<file path="src/rtl/gpio_edge_pkg.sv">
package gpio_edge_pkg;

    localparam int DATA_W = 32;
    localparam int ADDR_W = 5;

    // word select taken from address bits [4:2]
    typedef enum logic [2:0] {
        SEL_LEVEL = 3'd0,
        SEL_DIR   = 3'd1,
        SEL_SET   = 3'd2,
        SEL_CLR   = 3'd3,
        SEL_REN   = 3'd4,
        SEL_FEN   = 3'd5,
        SEL_ACK   = 3'd6,
        SEL_ALT   = 3'd7
    } reg_sel_e;

    typedef struct packed {
        logic dir;
        logic set;
        logic clr;
        logic ren;
        logic fen;
        logic ack;
        logic alt;
    } wr_strobe_t;

    function automatic reg_sel_e addr_to_sel(input logic [ADDR_W-1:0] addr);
        return reg_sel_e'(addr[4:2]);
    endfunction

    function automatic wr_strobe_t decode_wr(input logic we, input reg_sel_e sel);
        wr_strobe_t s;
        s     = '0;
        s.dir = we && (sel == SEL_DIR);
        s.set = we && (sel == SEL_SET);
        s.clr = we && (sel == SEL_CLR);
        s.ren = we && (sel == SEL_REN);
        s.fen = we && (sel == SEL_FEN);
        s.ack = we && (sel == SEL_ACK);
        s.alt = we && (sel == SEL_ALT);
        return s;
    endfunction

endpackage

</file>
<file path="src/rtl/gpio_edge_sync.sv">
module gpio_edge_sync #(
    parameter int WIDTH = 28
) (
    input  logic             clk,
    input  logic             rst,
    input  logic [WIDTH-1:0] raw,
    output logic [WIDTH-1:0] level,
    output logic [WIDTH-1:0] rise,
    output logic [WIDTH-1:0] fall
);
    logic [WIDTH-1:0] meta_q;
    logic [WIDTH-1:0] sync_q;
    logic [WIDTH-1:0] prev_q;

    always_ff @(posedge clk) begin
        if (rst) begin
            meta_q <= '0;
            sync_q <= '0;
            prev_q <= '0;
        end else begin
            meta_q <= raw;
            sync_q <= meta_q;
            prev_q <= sync_q;
        end
    end

    assign level = sync_q;
    assign rise  = sync_q & ~prev_q;
    assign fall  = ~sync_q & prev_q;
endmodule

</file>
<file path="src/rtl/gpio_edge_regs.sv">
module gpio_edge_regs
    import gpio_edge_pkg::*;
#(
    parameter int NPINS = 28
) (
    input  logic             clk,
    input  logic             rst,
    input  wr_strobe_t       wr,
    input  logic [NPINS-1:0] wd,
    input  logic [NPINS-1:0] rise,
    input  logic [NPINS-1:0] fall,
    output logic [NPINS-1:0] dir_q,
    output logic [NPINS-1:0] latch_q,
    output logic [NPINS-1:0] ren_q,
    output logic [NPINS-1:0] fen_q,
    output logic [NPINS-1:0] status_q,
    output logic [NPINS-1:0] alt_q
);
    logic [NPINS-1:0] hits;
    logic [NPINS-1:0] ack_mask;
    logic [NPINS-1:0] latch_d;

    assign hits     = (rise & ren_q) | (fall & fen_q);
    assign ack_mask = wr.ack ? wd : '0;

    always_comb begin
        latch_d = latch_q;
        if (wr.set) latch_d = latch_q | wd;
        if (wr.clr) latch_d = latch_d & ~wd;
    end

    always_ff @(posedge clk) begin
        if (rst) begin
            dir_q    <= '0;
            latch_q  <= '0;
            ren_q    <= '0;
            fen_q    <= '0;
            status_q <= '0;
            alt_q    <= '0;
        end else begin
            if (wr.dir) dir_q <= wd;
            if (wr.ren) ren_q <= wd;
            if (wr.fen) fen_q <= wd;
            if (wr.alt) alt_q <= wd;
            latch_q  <= latch_d;
            // new events win over a simultaneous acknowledge
            status_q <= (status_q & ~ack_mask) | hits;
        end
    end
endmodule

</file>
<file path="src/rtl/gpio_edge_irq.sv">
module gpio_edge_irq #(
    parameter int NPINS  = 28,
    parameter int NDEDIC = 11
) (
    input  logic [NPINS-1:0]  status,
    output logic [NDEDIC-1:0] irq_pin,
    output logic              irq_shared
);
    localparam int NSHARED = NPINS - NDEDIC;

    for (genvar i = 0; i < NDEDIC; i++) begin : g_dedic
        assign irq_pin[i] = status[i];
    end

    if (NSHARED > 0) begin : g_shared
        assign irq_shared = |status[NPINS-1:NDEDIC];
    end else begin : g_noshared
        assign irq_shared = 1'b0;
    end
endmodule

</file>
<file path="src/rtl/gpio_edge_ctl.sv">
module gpio_edge_ctl
    import gpio_edge_pkg::*;
#(
    parameter int NPINS  = 28,
    parameter int NDEDIC = 11
) (
    input  logic                 clk,
    input  logic                 rst,
    input  logic [ADDR_W-1:0]    bus_addr,
    input  logic                 bus_we,
    input  logic [DATA_W-1:0]    bus_wdata,
    output logic [DATA_W-1:0]    bus_rdata,
    input  logic [NPINS-1:0]     pin_in,
    output logic [NPINS-1:0]     pin_out,
    output logic [NPINS-1:0]     pin_oe,
    output logic [NDEDIC-1:0]    irq_pin,
    output logic                 irq_shared
);
    reg_sel_e         sel;
    wr_strobe_t       wr;
    logic [NPINS-1:0] level, rise, fall;
    logic [NPINS-1:0] dir_q, latch_q, ren_q, fen_q, status_q, alt_q;
    logic [NPINS-1:0] rd_word;

    assign sel = addr_to_sel(bus_addr);
    assign wr  = decode_wr(bus_we, sel);

    gpio_edge_sync #(.WIDTH(NPINS)) u_sync (
        .clk   (clk),
        .rst   (rst),
        .raw   (pin_in),
        .level (level),
        .rise  (rise),
        .fall  (fall)
    );

    gpio_edge_regs #(.NPINS(NPINS)) u_regs (
        .clk      (clk),
        .rst      (rst),
        .wr       (wr),
        .wd       (bus_wdata[NPINS-1:0]),
        .rise     (rise),
        .fall     (fall),
        .dir_q    (dir_q),
        .latch_q  (latch_q),
        .ren_q    (ren_q),
        .fen_q    (fen_q),
        .status_q (status_q),
        .alt_q    (alt_q)
    );

    gpio_edge_irq #(.NPINS(NPINS), .NDEDIC(NDEDIC)) u_irq (
        .status     (status_q),
        .irq_pin    (irq_pin),
        .irq_shared (irq_shared)
    );

    always_comb begin
        unique case (sel)
            SEL_LEVEL:        rd_word = level;
            SEL_DIR:          rd_word = dir_q;
            SEL_SET, SEL_CLR: rd_word = latch_q;
            SEL_REN:          rd_word = ren_q;
            SEL_FEN:          rd_word = fen_q;
            SEL_ACK:          rd_word = status_q;
            SEL_ALT:          rd_word = alt_q;
            default:          rd_word = '0;
        endcase
    end

    assign bus_rdata = DATA_W'(rd_word);
    assign pin_out   = latch_q;
    assign pin_oe    = dir_q;
endmodule

</file>
<file path="config.mk">
export PLATFORM = sky130hd
export DESIGN_NAME = gpio_edge_ctl
export DESIGN_NICKNAME = d
export VERILOG_FILES = /design/src/rtl/gpio_edge_pkg.sv /design/src/rtl/gpio_edge_sync.sv /design/src/rtl/gpio_edge_regs.sv /design/src/rtl/gpio_edge_irq.sv /design/src/rtl/gpio_edge_ctl.sv
export SDC_FILE = /design/constraint.sdc
export NUM_CORES = 1
export LEC_CHECK = 0
export BUFFER_PORTS_ARGS = -buffer_cell sky130_fd_sc_hd__buf_4
export CAP_MARGIN = 20
export CELL_PAD_IN_SITES_DETAIL_PLACEMENT = 1
export CELL_PAD_IN_SITES_GLOBAL_PLACEMENT = 2
export CORE_UTILIZATION = 37
export CTS_CLUSTER_SIZE = 30
export DETAILED_ROUTE_END_ITERATION = 7
export PLACE_DENSITY = 0.85
export SLEW_MARGIN = 20
export SYNTH_ARGS = -nofsm -noshare
export SYNTH_HDL_FRONTEND = slang
export SYNTH_SLANG_ARGS = --single-unit
</file>
<file path="constraint.sdc">
create_clock -name clk -period 2.5 [get_ports clk]
set_input_delay 0.25 -clock clk [delete_from_list [all_inputs] [get_ports clk]]
set_output_delay 0.25 -clock clk [all_outputs]
set_load 0.01 [all_outputs]
</file>
==> flow_summary.yaml, run 1 <==
critical_path:
  crit_required_ps: 2250
  r2r_start: "u_sync.level[12]"
  crit_cells: 4
  reg2reg_slack_ps: 1720
  cp_num_buf_inv: 1
  critical-path-top-delay-family: "simple AND/OR/NAND/NOR gates"
  crit_path_end_kind: "output port"
  path_max_fanout: 3
  r2r-end: "u_regs.status_q[12]"
  r2r_cells: 2
  startpoint_type: "flop"
  crit_type: "reg2out"
  crit_chain: "nor4_2 -> nand4_1 -> or4_1 -> buf_4"
  arrival_ps: 2070
  slowest_delay_ps: 470
  slowest_stage: "or4_1"
final_layout:
  finalNetCount: 1458
  stdcell_area_sq_um: 13430
  area_growth_pct: 25.79
  multiInputGateArea_sq_um: 4761
  regArea_sq_um: 5045
  fin_util: 0.4782
  fillers: 3315
  drive_gt1_frac: 0.1797
  insertedDiodeCount: 0
  final_cells: 1786
yosys:
  yosysUniqueCellTypes: 51
  yosys.cell_count.top_type: "dfxtp_1"
  synth_flop_cell: "dfxtp_1"
  synth_top_area_frac: 0.4725
  ys_seq_area_frac: 0.4725
  synth_warnings: 0
  netlist_top_cells_area: "dfxtp_1, nand2_1, a21oi_1, nor2b_1, nand3b_1"
  synth_edf_count: 0
  async_flop_share: 0
  syn_avg_cell_area_sq_um: 8.767
  netlist_top_cells_count: "dfxtp_1, nand2_1, a21oi_1"
  synthCells: 1218
  ys_ff_latch: 252
  syn_area_sq_um: 10680
  yosys.area.top_type: "dfxtp_1"
cts:
  cts_made_buffers: 28
  clk_latency_ps: 540
  cts_tree: "built"
  htree_levels: 1
  clk_pin_slew_ps: 60
  clock-root-buffer: "clkbuf_16"
  clock_sinks: 252
  clockBufferDepth: 3
timing:
  finalHoldViolCount: 0
  drv_slew: 0
  finalCritPeriodShare: 0.9294
  final.setup.tns_ps: 0
  relSlewSlack: 0.3785
  rsz0062_at_grt: "no"
  max_freq_ghz: 0.4304
  finalSetupViolations: 0
  fin_ws_ps: 176.5
  holdWs_ps: 112.3
  worst_slew_pin_slew_ps: 932.3
  layout_min_cycle_time_ps: 2324
  skew_ps: 7.083
floorplanning:
  ios: 168
  core_area_sq_um: 28090
  rows: 61
  initial_core_util: 0.3802
  die_area_sq_um: 29540
  die_h_um: 171.9
  die_w_um: 171.9
drt:
  vias: 9400
  drt_wl_total_um: 33950
  vias_per_cell: 5.263
  drt_iter0_drc: 560
  post_drt_wl_per_cell_um: 19.01
  detail-route-antenna-nets: 0
  firstDrtPassIters: 6
  drcViolationCount: 0
status:
  outcome: "completed"
global_route:
  antenna_found_initial: 0
  grt_pass1_vias: 9450
  grt_use_total: 0.2288
  grt_max_degree: 75
  grt_pass1_wl_um: 52320
  grt_overflow: 0
power:
  power_mw: 9.093
  power_density_nw_per_um2: 677.0
  ir_drop_uv: 466.6
  leakage_nw: 5.059
place:
  portBuffers: 157
  placed_area_sq_um: 11960
  hpwl_um: 21650
  dp_worst_setup_slack_ps: 387.6
  dp_cells: 1682
  gp_routability_congestion: 0.7786
hold_path:
  hold_path_class: "in2reg"
  hold_start: "rst"
  whs_endpoint: "u_sync.prev_q[11]"
  whs_path_depth: 2
flow_run:
  max_cap_viol_count: 0
==> logic make-up (layout without fill, tap and decap cells) <==
logic type	count (synthesis)	in the layout	share of synthesized area
and+or+nand+nor	457	457	0.2218
AOI/OAI and AO/OA	311	311	0.1817
DFF	252	252	0.4725
buffers and inverters	158	345	0.08449
muxes	39	39	0.03914
other	1	4	0.0003512
==> final cells by class <==
type / instances / share of cell area
Clock inverter: 10 / 0.007732
Clock buffer: 38 / 0.05953
Sequential cell: 252 / 0.3756
Tap cell: 378 / 0.03521
Inverter: 53 / 0.01481
Timing Repair Buffer: 244 / 0.1527
Multi-Input combinational cell: 811 / 0.3544
==> worst max path at each step <==
stage	from	to
2_1_floorplan	bus_addr[3]	bus_rdata[8]
5_1_grt	u_regs.status_q[17]	irq_shared
6_report	u_regs.status_q[17]	irq_shared
3_3_place_gp	bus_addr[3]	bus_rdata[26]
4_1_cts	u_regs.status_q[17]	irq_shared
3_5_place_dp	bus_addr[4]	u_regs.fen_q[3]
==> metal layers <==
layer / wire length (um) / share of wire / GRT usage / up-vias
met5: 0 / 0 / 0 / -
li1: - / - / - / 4519
met1: 14950 / 0.44 / 0.2847 / 4647
met3: 1280 / 0.038 / 0.03227 / 51
met2: 16920 / 0.50 / 0.4106 / 183
met4: 805 / 0.024 / 0.06041 / 0
==> cells in the final DEF, fill, tap and decap left out, drive strengths merged, types with 2 or more instances in the layout <==
cell type and instances:
a211oi 31, a21boi 5, a21o 3, a21oi 144, a221oi 22, a22o 3
a31oi 28, and3 2, and4bb 3, buf 188, bufinv 2, clkbuf 38
clkinv 7, conb 4, dfxtp 252, dlygate4sd3 56, inv 54, mux2 2
mux2i 35, mux4 2, nand2 240, nand2b 17, nand3 3, nand3b 61
nand4 2, nand4b 2, nand4bb 2, nor2 27, nor2b 85, nor3b 4
nor4 3, o21ai 30, o22a 11, o22ai 18, o32a 15
==> power breakdown <==
part / switching (mW) / internal [mW]
clock: 1.65 / 2.43
sequential: 0.0687 / 4.12
combinational: 0.455 / 0.369
==> what timing repair did <==
item	in CTS	in global routing
gates resized for setup	1	0
hold buffers	56	0
setup buffers	0	0
endpoints found under the setup margin	1	0
hold endpoints to repair	150	0
(Power assumes the default switching activity.)
==> run 2: changes to the inputs <==
--- a/config.mk
+++ b/config.mk
@@ -10,6 +10,7 @@
 export CELL_PAD_IN_SITES_DETAIL_PLACEMENT = 1
 export CELL_PAD_IN_SITES_GLOBAL_PLACEMENT = 2
 export CORE_UTILIZATION = 37
+export CTS_BUF_LIST = sky130_fd_sc_hd__clkbuf_4 sky130_fd_sc_hd__clkbuf_8 sky130_fd_sc_hd__clkbuf_16
 export CTS_CLUSTER_SIZE = 30
 export DETAILED_ROUTE_END_ITERATION = 7
 export PLACE_DENSITY = 0.85
==> run 2 against run 1 <==
Compared with the run above:
- combinational power about the same
- sequential share of layout area down 0.052 points
- final cell count unchanged
- design area up 0.14%
- setup slack worse by 2.0 ps
- global-route usage about the same
- clock power up 1%
- largest power group unchanged
==> flow_summary.yaml, run 2 (synthesis gave the netlist of run 1 again) <==
place:
  dp_worst_setup_slack_ps: 387.6
  portBuffers: 157
  gp_routability_congestion: 0.7786
  hpwl_um: 21650
  dp_cells: 1682
timing:
  max_freq_ghz: 0.4300
  drv_slew: 0
  finalSetupViolations: 0
  finalHoldViolCount: 0
  relSlewSlack: 0.3823
  final.setup.tns_ps: 0
  finalCritPeriodShare: 0.9302
  layout_min_cycle_time_ps: 2325
  skew_ps: 7.055
  fin_ws_ps: 174.5
  rsz0062_at_grt: "no"
  worst_slew_pin_slew_ps: 926.5
final_layout:
  final_common_cell: "dfxtp_1"
  area_growth_pct: 25.97
  multiInputGateArea_sq_um: 4761
  insertedDiodeCount: 0
  fillers: 3312
  final_cells: 1786
  finalNetCount: 1458
  layout_common_cells: "dfxtp_1, nand2_1, buf_4, a21oi_1, nor2b_1"
  regArea_sq_um: 5045
  drive_gt1_frac: 0.1832
cts:
  clock_sinks: 252
  cts_made_buffers: 28
  clockBufferDepth: 3
  cts_setup_buffers: 0
  clk_latency_ps: 540
  htree_levels: 1
  clk_pin_slew_ps: 60
  clock-root-buffer: "clkbuf_16"
  cts_tree: "built"
critical_path:
  crit_start: "u_regs.status_q[17]"
  crit_path_end: "irq_shared"
  arrival_ps: 2080
  crit_chain: "nor4_2 -> nand4_1 -> or4_1 -> buf_4"
  startpoint_type: "flop"
  r2r-end: "u_regs.status_q[12]"
  slowest_delay_ps: 470
  slowest_stage: "or4_1"
  reg2reg_slack_ps: 1720
  crit_type: "reg2out"
  crit_required_ps: 2250
  r2r_start: "u_sync.level[12]"
  r2r_cells: 2
  path_max_fanout: 3
  crit_path_end_kind: "output port"
drt:
  drt_iter0_drc: 507
  vias_per_cell: 5.251
  detail-route-antenna-nets: 0
  firstDrtPassIters: 5
  vias: 9378
  drcViolationCount: 0
  drt_wl_total_um: 34030
  post_drt_wl_per_cell_um: 19.05
power:
  power_mw: 9.153
  ir_drop_uv: 468.3
  leakage_nw: 5.076
  power_density_nw_per_um2: 680.5
hold_path:
  hold_path_class: "in2reg"
global_route:
  grt_pass1_vias: 9474
  antenna_found_initial: 0
  grt_use_total: 0.2291
  grt_overflow: 0
  grt_pass1_wl_um: 52360
  grt_max_degree: 75
floorplanning:
  die_w_um: 171.9
  ios: 168
  initial_core_util: 0.3802
  die_area_sq_um: 29540
  core_area_sq_um: 28090
  rows: 61
  die_h_um: 171.9
status:
  outcome: "completed"
flow_run:
  max_cap_viol_count: 0
==> run 2: metal layers <==
| metal | share of wire | GRT usage | vias to the layer above |
|---|---|---|---|
| met5 | 0 | 0 | - |
| met4 | 0.024 | 0.06118 | 0 |
| met3 | 0.041 | 0.03227 | 50 |
| met2 | 0.50 | 0.4118 | 184 |
| met1 | 0.44 | 0.2844 | 4624 |
| li1 | - | - | 4520 |
==> run 2: repair_timing <==
action / 4_1_cts / 5_1_grt
gates resized for setup: 1 / 0
endpoints found under the hold margin: 144 / 0
endpoints found under the setup margin: 1 / 0
hold buffers: 56 / 0
==> run 2: worst min path at each step <==
stage                                 start                end  cells after the start
after global routing                    rst   u_sync.level[14]                      2
after detailed placement   u_sync.meta_q[6]    u_sync.level[6]                      1
final                                   rst  u_sync.prev_q[11]                      2
after global placement    u_sync.meta_q[17]   u_sync.level[17]                      1
after floorplan               bus_wdata[27]               flop                      1
after CTS                               rst  u_sync.meta_q[11]                      2
==> run 2: where the power goes <==
group / internal [mW] / switching [mW]
sequential: 4.12 / 0.0687
combinational: 0.369 / 0.455
clock: 2.48 / 1.66
total: 6.97 / 2.18
==> run 2: layout make-up <==
cell class	instances	share of cell area
Tap cell	378	0.03516
Clock buffer	38	0.06084
Timing Repair Buffer	244	0.1525
Inverter	53	0.01479
Sequential cell	252	0.3751
Clock inverter	10	0.007721
Multi-Input combinational cell	811	0.3540
==> run 2: stage by stage <==
step                      hold slack (ps)  instance area, sq um    util
after floorplan                     346.6                 10690       -
after global placement              418.3                 11960  0.4259
after detailed placement            423.9                 11960  0.4259
after CTS                           97.00                 13450  0.4789
after global routing                123.7                 13450  0.4789
final                               111.7                 13450  0.4789
==> run 2: critical path, delay by kind of cell (launching register included) <==
family,cells,cell delay [ps]
buffers and inverters,1,170
DFF,1,330
and+or+nand+nor,3,1030
==> run 3: changes to the inputs <==
--- a/config.mk
+++ b/config.mk
@@ -13,7 +13,7 @@
 export CTS_BUF_LIST = sky130_fd_sc_hd__clkbuf_4 sky130_fd_sc_hd__clkbuf_8 sky130_fd_sc_hd__clkbuf_16
 export CTS_CLUSTER_SIZE = 30
 export DETAILED_ROUTE_END_ITERATION = 7
-export PLACE_DENSITY = 0.85
+export PLACE_DENSITY = 0.89
 export SLEW_MARGIN = 20
 export SYNTH_ARGS = -nofsm -noshare
 export SYNTH_HDL_FRONTEND = slang
==> run 3 against run 2 <==
Compared with the run above:
- power increased by 0.79%
- via count up 0.80%
- design area rose by 0.44%
- final cell count about the same
- non-clock buffer count is 3 lower
- die area did not move
- highest routed layer unchanged
- critical path depth unchanged
- count of clock-buffer cells in the layout increased by 7
- clock skew down 1.5 ps
- global-route usage about the same
==> flow_summary.yaml, run 3 (synthesis gave the netlist of run 1 again) <==
critical_path:
  path_max_fanout: 3
  crit_required_ps: 2250
  reg2reg_slack_ps: 1610
  critical-path-top-delay-family: "simple AND/OR/NAND/NOR gates"
  crit_chain: "nor4_1 -> nand4_1 -> or4_1 -> buf_4"
  arrival_ps: 2180
  slowest_delay_ps: 500
  slowest_stage: "or4_1"
  r2r_cells: 2
  r2r_start: "u_regs.status_q[26]"
  startpoint_type: "flop"
  r2r-end: "u_regs.status_q[26]"
  crit_type: "reg2out"
  crit_path_end_kind: "output port"
  cp_num_buf_inv: 1
cts:
  htree_levels: 1
  clockBufferDepth: 3
  clk_pin_slew_ps: 60
  clk_latency_ps: 530
  cts_setup_buffers: 0
  cts_tree: "built"
  cts_made_buffers: 28
  clock_sinks: 252
  clock-root-buffer: "clkbuf_16"
global_route:
  grt_pass1_wl_um: 52600
  grt_overflow: 0
  grt_max_degree: 85
  grt_use_total: 0.2294
  antenna_found_initial: 0
  grt_pass1_vias: 9516
floorplanning:
  die_area_sq_um: 29540
  die_h_um: 171.9
  ios: 168
  initial_core_util: 0.3802
  rows: 61
  die_w_um: 171.9
  core_area_sq_um: 28090
timing:
  rsz0062_at_grt: "no"
  skew_ps: 5.557
  drv_slew: 0
  fin_ws_ps: 70.32
  layout_min_cycle_time_ps: 2430
  finalHoldViolCount: 0
  final.setup.tns_ps: 0
  finalSetupViolations: 0
  finalCritPeriodShare: 0.9719
  worst_slew_pin_slew_ps: 943.8
  relSlewSlack: 0.3708
  max_freq_ghz: 0.4116
power:
  ir_drop_uv: 427.2
  power_density_nw_per_um2: 682.9
  leakage_nw: 5.093
drt:
  routed.top_layer: "met4"
  firstDrtPassIters: 5
  vias: 9453
  drt_wl_total_um: 34270
  vias_per_cell: 5.290
  wl_met2_um: 16900
  wl_met1_um: 15120
  drcViolationCount: 0
  detail-route-antenna-nets: 0
  drt_iter0_drc: 533
  dr_wl_met3_um: 1483
  post_drt_wl_per_cell_um: 19.18
hold_path:
  hold_start: "pin_in[27]"
  hold_path_class: "in2reg"
  whs_path_depth: 2
  whs_endpoint: "u_sync.meta_q[27]"
place:
  portBuffers: 157
  dp_worst_setup_slack_ps: 384.5
  dp_cells: 1680
  gp_routability_congestion: 0.7863
  hpwl_um: 21750
final_layout:
  area_growth_pct: 26.52
  drive_gt1_frac: 0.1852
  final_cells: 1787
  layout_common_cells: "dfxtp_1, nand2_1, buf_4, a21oi_1, nor2b_1"
  fin_util: 0.4810
  final_common_cell: "dfxtp_1"
  insertedDiodeCount: 0
  finalNetCount: 1455
status:
  outcome: "completed"
flow_run:
  max_cap_viol_count: 0
==> run 3: timing repair <==
item	4_1_cts	5_1_grt
setup endpoints to repair	1	1
gates resized for setup	1	1
pin swaps	0	0
hold buffers	55	0
hold endpoints to repair	101	0
==> run 3: report_power, final <==
part / switching [mW] / internal [mW]
clock network: 1.63 / 2.58
registers: 0.0705 / 4.12
logic: 0.457 / 0.372
==> run 3: worst max-delay path by stage <==
stage                        start             to  slack (ps)  depth (start not counted)
3_5_place_dp           bus_addr[3]           flop         380                          4
4_1_cts        u_regs.status_q[26]     irq_shared          40                          4
3_3_place_gp           bus_addr[2]  bus_rdata[22]         440                          7
5_1_grt        u_regs.status_q[20]     irq_shared          20                          4
6_report       u_regs.status_q[17]     irq_shared          70                          4
2_1_floorplan          bus_addr[3]   bus_rdata[8]         990                          5
==> run 3: metrics by stage <==
step                      total power, mW  area, sq um  hold slack (ps)
after floorplan                     4.696        10690            346.6
after global placement              5.020        11980            418.9
final                               9.226        13510            52.15
after detailed placement            5.037        11980            426.2
after CTS                           9.306        13500            18.94
after global routing                9.542        13510            22.98
==> run 3: area by class of cell <==
| class | count | area [sq um] |
|---|---|---|
| clock inverter | 7 | 60.06 |
| tap | 378 | 473.0 |
| sequential | 252 | 5045 |
| timing repair buffer | 241 | 2053 |
| clock buffer | 45 | 908.4 |
| fill | 3291 | 14580 |
| inverter | 53 | 198.9 |
| multi-input combinational | 811 | 4771 |
==> run 3: metal layers <==
layer	up-vias	global-route usage
met2	199	0.4039
met4	0	0.06541
met3	54	0.03365
met5	-	0
met1	4688	0.2891
li1	4512	-
